<file path="src/rtl/salu_pkg.sv">
package salu_pkg;

  localparam int INSTR_W = 32;
  localparam int SEL_W   = 8;
  localparam int DST_W   = 7;
  localparam int OPC_W   = 7;
  localparam int TAG_W   = 2;
  localparam logic [TAG_W-1:0] TAG_LEGAL = 2'b10;
  localparam int NUM_OPS = 8;

  typedef enum logic [2:0] {
    OP_ADD_U = 3'd0,
    OP_SUB_U = 3'd1,
    OP_ADD_S = 3'd2,
    OP_SUB_S = 3'd3,
    OP_ADD_C = 3'd4,
    OP_SUB_B = 3'd5,
    OP_MIN_S = 3'd6,
    OP_MIN_U = 3'd7
  } salu_op_e;

  // Field order is fixed by the format: MSB first.
  typedef struct packed {
    logic [TAG_W-1:0] tag;
    logic [OPC_W-1:0] opc;
    logic [DST_W-1:0] dst;
    logic [SEL_W-1:0] sel1;
    logic [SEL_W-1:0] sel0;
  } salu_instr_t;

endpackage

</file>
<file path="src/rtl/salu_decode.sv">
module salu_decode
  import salu_pkg::*;
(
  input  logic [INSTR_W-1:0] instr,
  output salu_op_e           op,
  output logic [DST_W-1:0]   dst,
  output logic               legal
);

  salu_instr_t fields;
  logic        tag_ok;
  logic        opc_ok;

  always_comb begin
    fields = salu_instr_t'(instr);
    tag_ok = (fields.tag == TAG_LEGAL);
    opc_ok = (fields.opc < OPC_W'(NUM_OPS));
    legal  = tag_ok && opc_ok;
    op     = salu_op_e'(fields.opc[2:0]);
    dst    = fields.dst;
  end

endmodule

</file>
<file path="src/rtl/salu_exec.sv">
module salu_exec
  import salu_pkg::*;
#(
  parameter int DATA_W = 32
) (
  input  salu_op_e            op,
  input  logic [DATA_W-1:0]   src0,
  input  logic [DATA_W-1:0]   src1,
  input  logic                flag_in,
  output logic [DATA_W-1:0]   result,
  output logic                flag_out
);

  localparam int MSB = DATA_W - 1;
  localparam int EXT = DATA_W + 1;

  logic           carry_in;
  logic           borrow_in;
  logic [EXT-1:0] sum_ext;
  logic [EXT-1:0] dif_ext;
  logic           ovf_add;
  logic           ovf_sub;
  logic           lt_uns;
  logic           lt_sgn;

  always_comb begin
    carry_in  = (op == OP_ADD_C) && flag_in;
    borrow_in = (op == OP_SUB_B) && flag_in;
    sum_ext   = {1'b0, src0} + {1'b0, src1} + EXT'(carry_in);
    dif_ext   = {1'b0, src0} - {1'b0, src1} - EXT'(borrow_in);
    ovf_add   = (src0[MSB] == src1[MSB]) && (sum_ext[MSB] != src0[MSB]);
    ovf_sub   = (src0[MSB] != src1[MSB]) && (dif_ext[MSB] != src0[MSB]);
    lt_uns    = src0 < src1;
    lt_sgn    = $signed(src0) < $signed(src1);
  end

  always_comb begin
    result   = '0;
    flag_out = flag_in;
    unique case (op)
      OP_ADD_U, OP_ADD_C: begin
        result   = sum_ext[DATA_W-1:0];
        flag_out = sum_ext[DATA_W];
      end
      OP_SUB_U, OP_SUB_B: begin
        result   = dif_ext[DATA_W-1:0];
        flag_out = dif_ext[DATA_W];
      end
      OP_ADD_S: begin
        result   = sum_ext[DATA_W-1:0];
        flag_out = ovf_add;
      end
      OP_SUB_S: begin
        result   = dif_ext[DATA_W-1:0];
        flag_out = ovf_sub;
      end
      OP_MIN_S: begin
        result   = lt_sgn ? src0 : src1;
        flag_out = lt_sgn;
      end
      OP_MIN_U: begin
        result   = lt_uns ? src0 : src1;
        flag_out = lt_uns;
      end
      default: begin
        result   = '0;
        flag_out = flag_in;
      end
    endcase
  end

endmodule

</file>
<file path="src/rtl/salu_outstage.sv">
module salu_outstage #(
  parameter int DATA_W = 32,
  parameter int DST_W  = 7
) (
  input  logic              clk,
  input  logic              rst_n,
  input  logic              take,
  input  logic [DATA_W-1:0] nxt_data,
  input  logic [DST_W-1:0]  nxt_dst,
  input  logic              nxt_legal,
  input  logic              drain_rdy,
  output logic              stage_rdy,
  output logic              q_vld,
  output logic [DATA_W-1:0] q_data,
  output logic [DST_W-1:0]  q_dst,
  output logic              q_wen,
  output logic              q_illegal
);

  assign stage_rdy = !q_vld || drain_rdy;

  always_ff @(posedge clk or negedge rst_n) begin
    if (!rst_n) begin
      q_vld     <= 1'b0;
      q_data    <= '0;
      q_dst     <= '0;
      q_wen     <= 1'b0;
      q_illegal <= 1'b0;
    end else if (stage_rdy) begin
      q_vld <= take;
      if (take) begin
        q_data    <= nxt_legal ? nxt_data : '0;
        q_dst     <= nxt_dst;
        q_wen     <= nxt_legal;
        q_illegal <= !nxt_legal;
      end
    end
  end

endmodule

</file>
<file path="src/rtl/scalar_alu_flag.sv">
module scalar_alu_flag
  import salu_pkg::*;
#(
  parameter int DATA_W = 32
) (
  input  logic                clk,
  input  logic                rst_n,
  input  logic                in_vld,
  output logic                in_rdy,
  input  logic [INSTR_W-1:0]  in_instr,
  input  logic [DATA_W-1:0]   in_src0,
  input  logic [DATA_W-1:0]   in_src1,
  output logic                out_vld,
  input  logic                out_rdy,
  output logic [DATA_W-1:0]   res_data,
  output logic [DST_W-1:0]    res_dst,
  output logic                res_wen,
  output logic                res_illegal,
  output logic                cond_flag
);

  salu_op_e          dec_op;
  logic [DST_W-1:0]  dec_dst;
  logic              dec_legal;
  logic [DATA_W-1:0] exe_res;
  logic              exe_flag;
  logic              take;
  logic              flag_q;

  salu_decode u_dec (
    .instr (in_instr),
    .op    (dec_op),
    .dst   (dec_dst),
    .legal (dec_legal)
  );

  salu_exec #(.DATA_W(DATA_W)) u_exe (
    .op       (dec_op),
    .src0     (in_src0),
    .src1     (in_src1),
    .flag_in  (flag_q),
    .result   (exe_res),
    .flag_out (exe_flag)
  );

  assign take = in_vld && in_rdy;

  always_ff @(posedge clk or negedge rst_n) begin
    if (!rst_n)                 flag_q <= 1'b0;
    else if (take && dec_legal) flag_q <= exe_flag;
  end

  salu_outstage #(.DATA_W(DATA_W), .DST_W(DST_W)) u_out (
    .clk       (clk),
    .rst_n     (rst_n),
    .take      (take),
    .nxt_data  (exe_res),
    .nxt_dst   (dec_dst),
    .nxt_legal (dec_legal),
    .drain_rdy (out_rdy),
    .stage_rdy (in_rdy),
    .q_vld     (out_vld),
    .q_data    (res_data),
    .q_dst     (res_dst),
    .q_wen     (res_wen),
    .q_illegal (res_illegal)
  );

  assign cond_flag = flag_q;

endmodule

</file>
<file path="config.mk">
export PLATFORM = sky130hd
export DESIGN_NAME = scalar_alu_flag
export DESIGN_NICKNAME = d
export VERILOG_FILES = /design/src/rtl/salu_pkg.sv /design/src/rtl/salu_decode.sv /design/src/rtl/salu_exec.sv /design/src/rtl/salu_outstage.sv /design/src/rtl/scalar_alu_flag.sv
export SDC_FILE = /design/constraint.sdc
export NUM_CORES = 1
export LEC_CHECK = 0
export ABC_AREA = 1
export BUFFER_PORTS_ARGS = -buffer_cell sky130_fd_sc_hd__buf_2
export CORE_UTILIZATION = 49
export DETAILED_ROUTE_END_ITERATION = 10
export MAX_ROUTING_LAYER = met4
export PLACE_DENSITY = 0.71
export RECOVER_POWER = 25
export SYNTH_ARGS = -nofsm -noshare
export SYNTH_HDL_FRONTEND = slang
export SYNTH_SLANG_ARGS = --single-unit
</file>
<file path="constraint.sdc">
create_clock -name clk -period 6.32 [get_ports clk]
set_clock_uncertainty 0.1 [all_clocks]
set_input_delay 0.316 -clock clk [delete_from_list [all_inputs] [get_ports clk]]
set_output_delay 0.316 -clock clk [all_outputs]
set_load 0.01 [all_outputs]
</file>
# --- Yosys cells after proc, flatten, opt, wreduce, memory -nomap -nowiden ---
# Cells that the tools add are included.
classes:
  addsub: 4
  mux: 5
  eq_ne: 12
  reduce_logical: 16
  order_cmp: 3
ops:
  columns: ["operator", "n"]
  rows:
  - ["$pmux W32 S4", 1]
  - ["$mux W32", 3]
  - ["$lt A32 B32 Y1", 2]
  - ["$add A32 B32 Y33", 1]
  - ["$add A33 B1 Y33", 1]
  - ["$sub A32 B32 Y33", 1]
  - ["$sub A33 B1 Y33", 1]
  - ["$eq A3 B3 Y1 const B", 4]
  - ["$logic_and A1 B1 Y1", 7]
  - ["$lt A7 B4 Y1 const B", 1]
  - ["$eq A3 B2 Y1 const B", 2]
  - ["$pmux W1 S6", 1]
  - ["$reduce_or A3 Y1", 2]
  - ["$reduce_or A2 Y1", 2]
  - ["$eq A3 B1 Y1 const B", 1]
  - ["$logic_not A3 Y1", 1]
  - ["$ne A1 B1 Y1", 3]
  - ["$eq A2 B2 Y1 const B", 1]
  - ["$logic_not A1 Y1", 2]
  - ["$reduce_and A2 Y1", 1]
  - ["$eq A1 B1 Y1", 1]
  - ["$logic_or A1 B1 Y1", 1]
totals:
  output_inout_bits: 44
  reg_bits: 43

# --- Depth between registers and ports, before layout ---
depth:
  ltp_word: 6
  mapped_depth: 23
  ltp_nobuf: 23

# --- Hierarchy ---
# A second synthesis with hierarchy kept.
hier_totals:
  cells_unflattened: 1580
  hier_area_um2: 9253.9
modules_own_cells:
  columns: ["mod", "instances", "cells_each", "area_per_inst_um2", "seq_area_each_um2"]
  rows:
  - ["salu_exec", 1, 1306, 7120.6, 0.0]
  - ["salu_outstage", 1, 251, 1981.9, 1051.0]
  - ["salu_decode", 1, 16, 100.1, 0.0]
  - ["scalar_alu_flag", 1, 7, 51.3, 25.0]

# --- Least setup slack after synthesis ---
# OpenSTA, ideal clock, no wires.
synth_path:
  path_type: "input port to flip-flop"
  startpoint: "input in_instr[23]"
  endpoint: "register u_out.q_data[12]"
  setup_ns: 0.117
  required_time_ns: 6.103
  arrival_ns: 2.902
  setup_slack_ns: 3.201
  stages: 22
  n_path_buf: 0
  path_cell_list: "inv_1 -> nor2_1 -> nand3_1 -> fa_1 -> inv_1 -> ha_1 -> inv_1 -> nand2_1 -> fa_1 -> inv_1 -> nand2_1 -> a21oi_1 -> inv_1 -> nand3_1 -> nand2_1 -> or2_2 -> nand3_1 -> nand2_1 -> inv_1 -> nand3_1 -> nand3_1 -> nand2_1"
synth_via:
  elab_chain_cells: 5
  elab_cells_between_ends: 18
  cone_classes: "2 x add/sub; 1 x order compare; 7 x eq/ne; 2 x mux; 6 x reduce/logical"
synth_lines:
  columns: ["item", "line_no", "source"]
  rows:
  - ["start, declared", "scalar_alu_flag.sv:10", "input logic [INSTR_W-1:0] in_instr,"]
  - ["$eq A3 B3 Y1 (on tied branches)", "salu_exec.sv:28, salu_exec.sv:40, salu_exec.sv:27", null]
  - ["$logic_and A1 B1 Y1 (on tied branches)", "salu_exec.sv:28, salu_exec.sv:27", null]
  - ["$sub A33 B1 Y33 or $add A33 B1 Y33 (tied branches)", "salu_exec.sv:30, salu_exec.sv:29", null]
  - ["$pmux W32 S4", "salu_exec.sv:40", "unique case (op)"]
  - ["$mux W32 *", "salu_outstage.sv:32", "q_data <= nxt_legal ? nxt_data : '0;"]
  - ["end signal, assigned", "salu_outstage.sv:32", null]
  - ["end, declared", "salu_outstage.sv:14", "output logic [DATA_W-1:0] q_data,"]
# Every way passes the cells marked *; elsewhere a longest branch is shown, timed or not.
# A chain may end at the register's enable or synchronous reset.

# --- Worst setup path after layout ---
layout_path:
  startpoint: "input in_instr[23]"
  endpoint: "register u_out.q_data[30]"
# Same word-level chain as after synthesis.

==> summary.json <==
{
  "worstHoldPathType": "in -> reg",
  "period_share": 0.598,
  "timing.critical_path.arrival_ns": 3.87,
  "cts-hold-fix-buffers": 0,
  "register_bit_total_from_synthesis": 43,
  "crit_path_end_kind": "flip-flop",
  "ff_latch_area_um2": 1080,
  "setup_viol": 0,
  "cts.sinks": 43,
  "core-area_um2": 16800,
  "ys_top_cells_by_area": "nand2_1 (20%), ha_1 (18%), dfrtp_1 (13%)",
  "crit_path_max_incr_delay_ns": 0.55,
  "synthesis.area_per_instance_um2": 5.65,
  "rows": 47,
  "first_pass_iters": 8,
  "cpMaxStageDelayCell": "fa_1",
  "timing.critical_path.fanout_max": 6,
  "synth_sequential_area_ratio": 0.126,
  "final_core_utilization": 0.568,
  "regToRegSetupSlack_ns": 2.65,
  "crit_chain": "buf_2 > inv_1 > nor2_1 > nand3_1 > fa_1 > inv_1 > ha_1 > inv_1 > nand2_1 > fa_1 > inv_1 > nand2_1 > a21oi_1 > o21ai_0 > nand2_1 > nand3_1 > nand3_1 > nand3_1 > nand3_1 > nand4_1 > nand2_1 > nand2_1",
  "cell_area_after_placement_um2": 9350,
  "synth-async-reset-ratio": 1.00,
  "die_area_um2": 17900,
  "ratio_of_cells_with_drive_above_1_in_the_final_layout": 0.0967,
  "cp_data_required_time_ns": 6.41,
  "rr_endpoint": "u_out.q_data[30]",
  "slew_violations": 44,
  "tritoncts_clock_tree": "built",
  "synth.largest_area_cell": "nand2_1",
  "cellLeakagePower_nw": 5.61,
  "ios": 144,
  "reg2reg_from": "cond_flag",
  "tritoncts_buffer_count": 5,
  "synth_top_area_frac": 0.201,
  "cts_repair_resize_count": 0,
  "root_buffer": "clkbuf_16",
  "grt_start_max_net_pins": 44,
  "die_h_um": 134,
  "syn2layout_area_growth_pct": 11.7,
  "synth_enable_flop_cells": 0,
  "synth_area_um2": 8520,
  "grt_pass1_vias": 8885,
  "worst_setup_path_start_kind": "input port",
  "synth_commonest_cells": "nand2_1 (457), inv_1 (274), nor2_1 (148)",
  "post-dp-hpwl_mm": 26.5,
  "critical_path_buffer_and_inverter_count": 5,
  "run_status": "finished with violations",
  "cap_violations": 1,
  "grt.overflow.total": 0,
  "timing.max_slew.rel_slack": -0.714,
  "worst_hold_startpoint": "in_instr[22]",
  "cts.clk_slew.worst_paths_ns": 0.07,
  "die_width_um": 134,
  "path_class": "in -> reg",
  "worst_hold_path.endpoint": "u_out.q_dst[6]",
  "antenna_violations_before_repair": 0,
  "tightest_slew_ns": 2.57,
  "cellPowerDensity_nw_per_um2": 152,
  "postSynthCellCount": 1509,
  "fin_crit_ns": 3.78,
  "reg2regPathDepth": 19,
  "wirelength_mm": 31.8,
  "route.detailed.wl_per_inst_um": 17.3,
  "n_fill_cell": 1774,
  "final_hold_fails": 0,
  "violations": "max-capacitance violations, max-slew violations",
  "grt_setup_unrepaired": "no",
  "avgViaCountPerCell": 5.33,
  "power_w": 0.00145,
  "fin_tns_setup_ns": 0,
  "min_delay_path_depth": 3,
  "number_of_buffers_added_on_ports": 127,
  "yosysWarningCount": 0,
  "worst_path_dominant_cell_family": "simple AND/OR/NAND/NOR gates",
  "layout.cell_area.non_filler_um2": 9520,
  "vdd.ir_drop.worst_mv": 0.108,
  "routed-via-count": 9835,
  "final_net_count": 1852,
  "gr-usage-all-layers": 0.363,
  "cts.path.max_buffers": 2,
  "synth-main-ff-cell": "dfrtp_1",
  "grt_first_pass_wirelength_mm": 48.2,
  "fmaxAchievable_mhz": 264,
  "synth.lib_cells_used.distinct": 42,
  "drtAntennaViolNets": 0,
  "initial_utilization": 0.508,
  "drt_first_iter_violations": 858,
  "insertion_delay_ns": 0.31,
  "residual_drc_count": 0,
  "multi_input_combinational_cell_area_um2": 6290,
  "finalWeightedCongestion": 1.04,
  "synthesis.nets": 1738,
  "synthMostInstantiatedCell": "nand2_1",
  "htreeDepth": 2,
  "cts_post_setup_buffers_inserted": 0,
  "n_antenna_cell": 0
}
## flip-flops by register name, indices dropped and copies added, names as in the netlist
signal	flops
u_out.q_dst	7
u_out.q_illegal	1
cond_flag	1
u_out.q_wen	1
u_out.q_data	32
u_out.q_vld	1
## worst max path at each step
stage          slack (ns)                to          from  cells after the start
6_report             2.54  u_out.q_data[30]  in_instr[23]                     22
5_1_grt              2.34  u_out.q_data[30]  in_instr[23]                     22
4_1_cts              2.62  u_out.q_data[30]  in_instr[23]                     22
3_5_place_dp         2.30  u_out.q_data[30]  in_instr[23]                     22
3_3_place_gp         2.36  u_out.q_data[30]  in_instr[23]                     22
2_1_floorplan        3.20  u_out.q_data[12]  in_instr[23]                     22
## area by class of cell
type	count	area share
clock buffers	5	0.0131
inverters	277	0.109
multi-input cells	1164	0.661
repair buffers	132	0.0706
flip-flops and latches	43	0.113
clock inverters	3	0.00460
well taps	220	0.0289
## metrics by stage
| step | hold slack [ns] | setup WS (ns) | std cells |
|---|---|---|---|
| 2_1_floorplan | -0.0796 | 3.20 | 1509 |
| 3_3_place_gp | 0.357 | 2.36 | 1836 |
| 3_5_place_dp | 0.360 | 2.30 | 1836 |
| 4_1_cts | 0.0976 | 2.62 | 1844 |
| 5_1_grt | 0.107 | 2.34 | 1844 |
| 6_report | 0.0941 | 2.54 | 1844 |
## power breakdown
group          internal (W)  switching [W]
Sequential         0.000285     0.00000522
Clock              0.000188       0.000144
Combinational      0.000258       0.000568
Total              0.000730       0.000717
## tightest hold or removal path: stages
cell and delay, ns:
buf_2 0.07, nand2_1 0.04, nand2_1 0.04
## cells by family (layout without fill, tap and decap cells)
kind of cell | after synthesis | count (layout) | share of synthesized area
AO/OA/AOI/OAI | 237 | 237 | 0.149
XOR/XNOR | 7 | 7 | 0.00719
adder cells (fa/ha/maj) | 129 | 129 | 0.193
buffers and inverters | 302 | 417 | 0.136
flip-flops | 43 | 43 | 0.126
AND/OR/NAND/NOR | 791 | 791 | 0.388
## cells in the final DEF, fill, tap and decap left out, drive strengths merged, types with 23 or more instances in the layout
cell type,synthesis,layout
ha,125,125
nand2,464,464
nor2,150,150
dfrtp,43,43
buf,6,131
nand3,124,124
o21ai,95,95
nand4,23,23
a21oi,112,112
inv,275,275
## routing by layer
layer	vias up	routed length, um	global-route usage
li1	5003	-	-
met1	4367	13200	0.426
met2	383	15200	0.607
met3	82	1840	0.0480
met4	0	1640	0.188
met5	-	0	-
No activity file was read; power rests on OpenSTA's default activity.
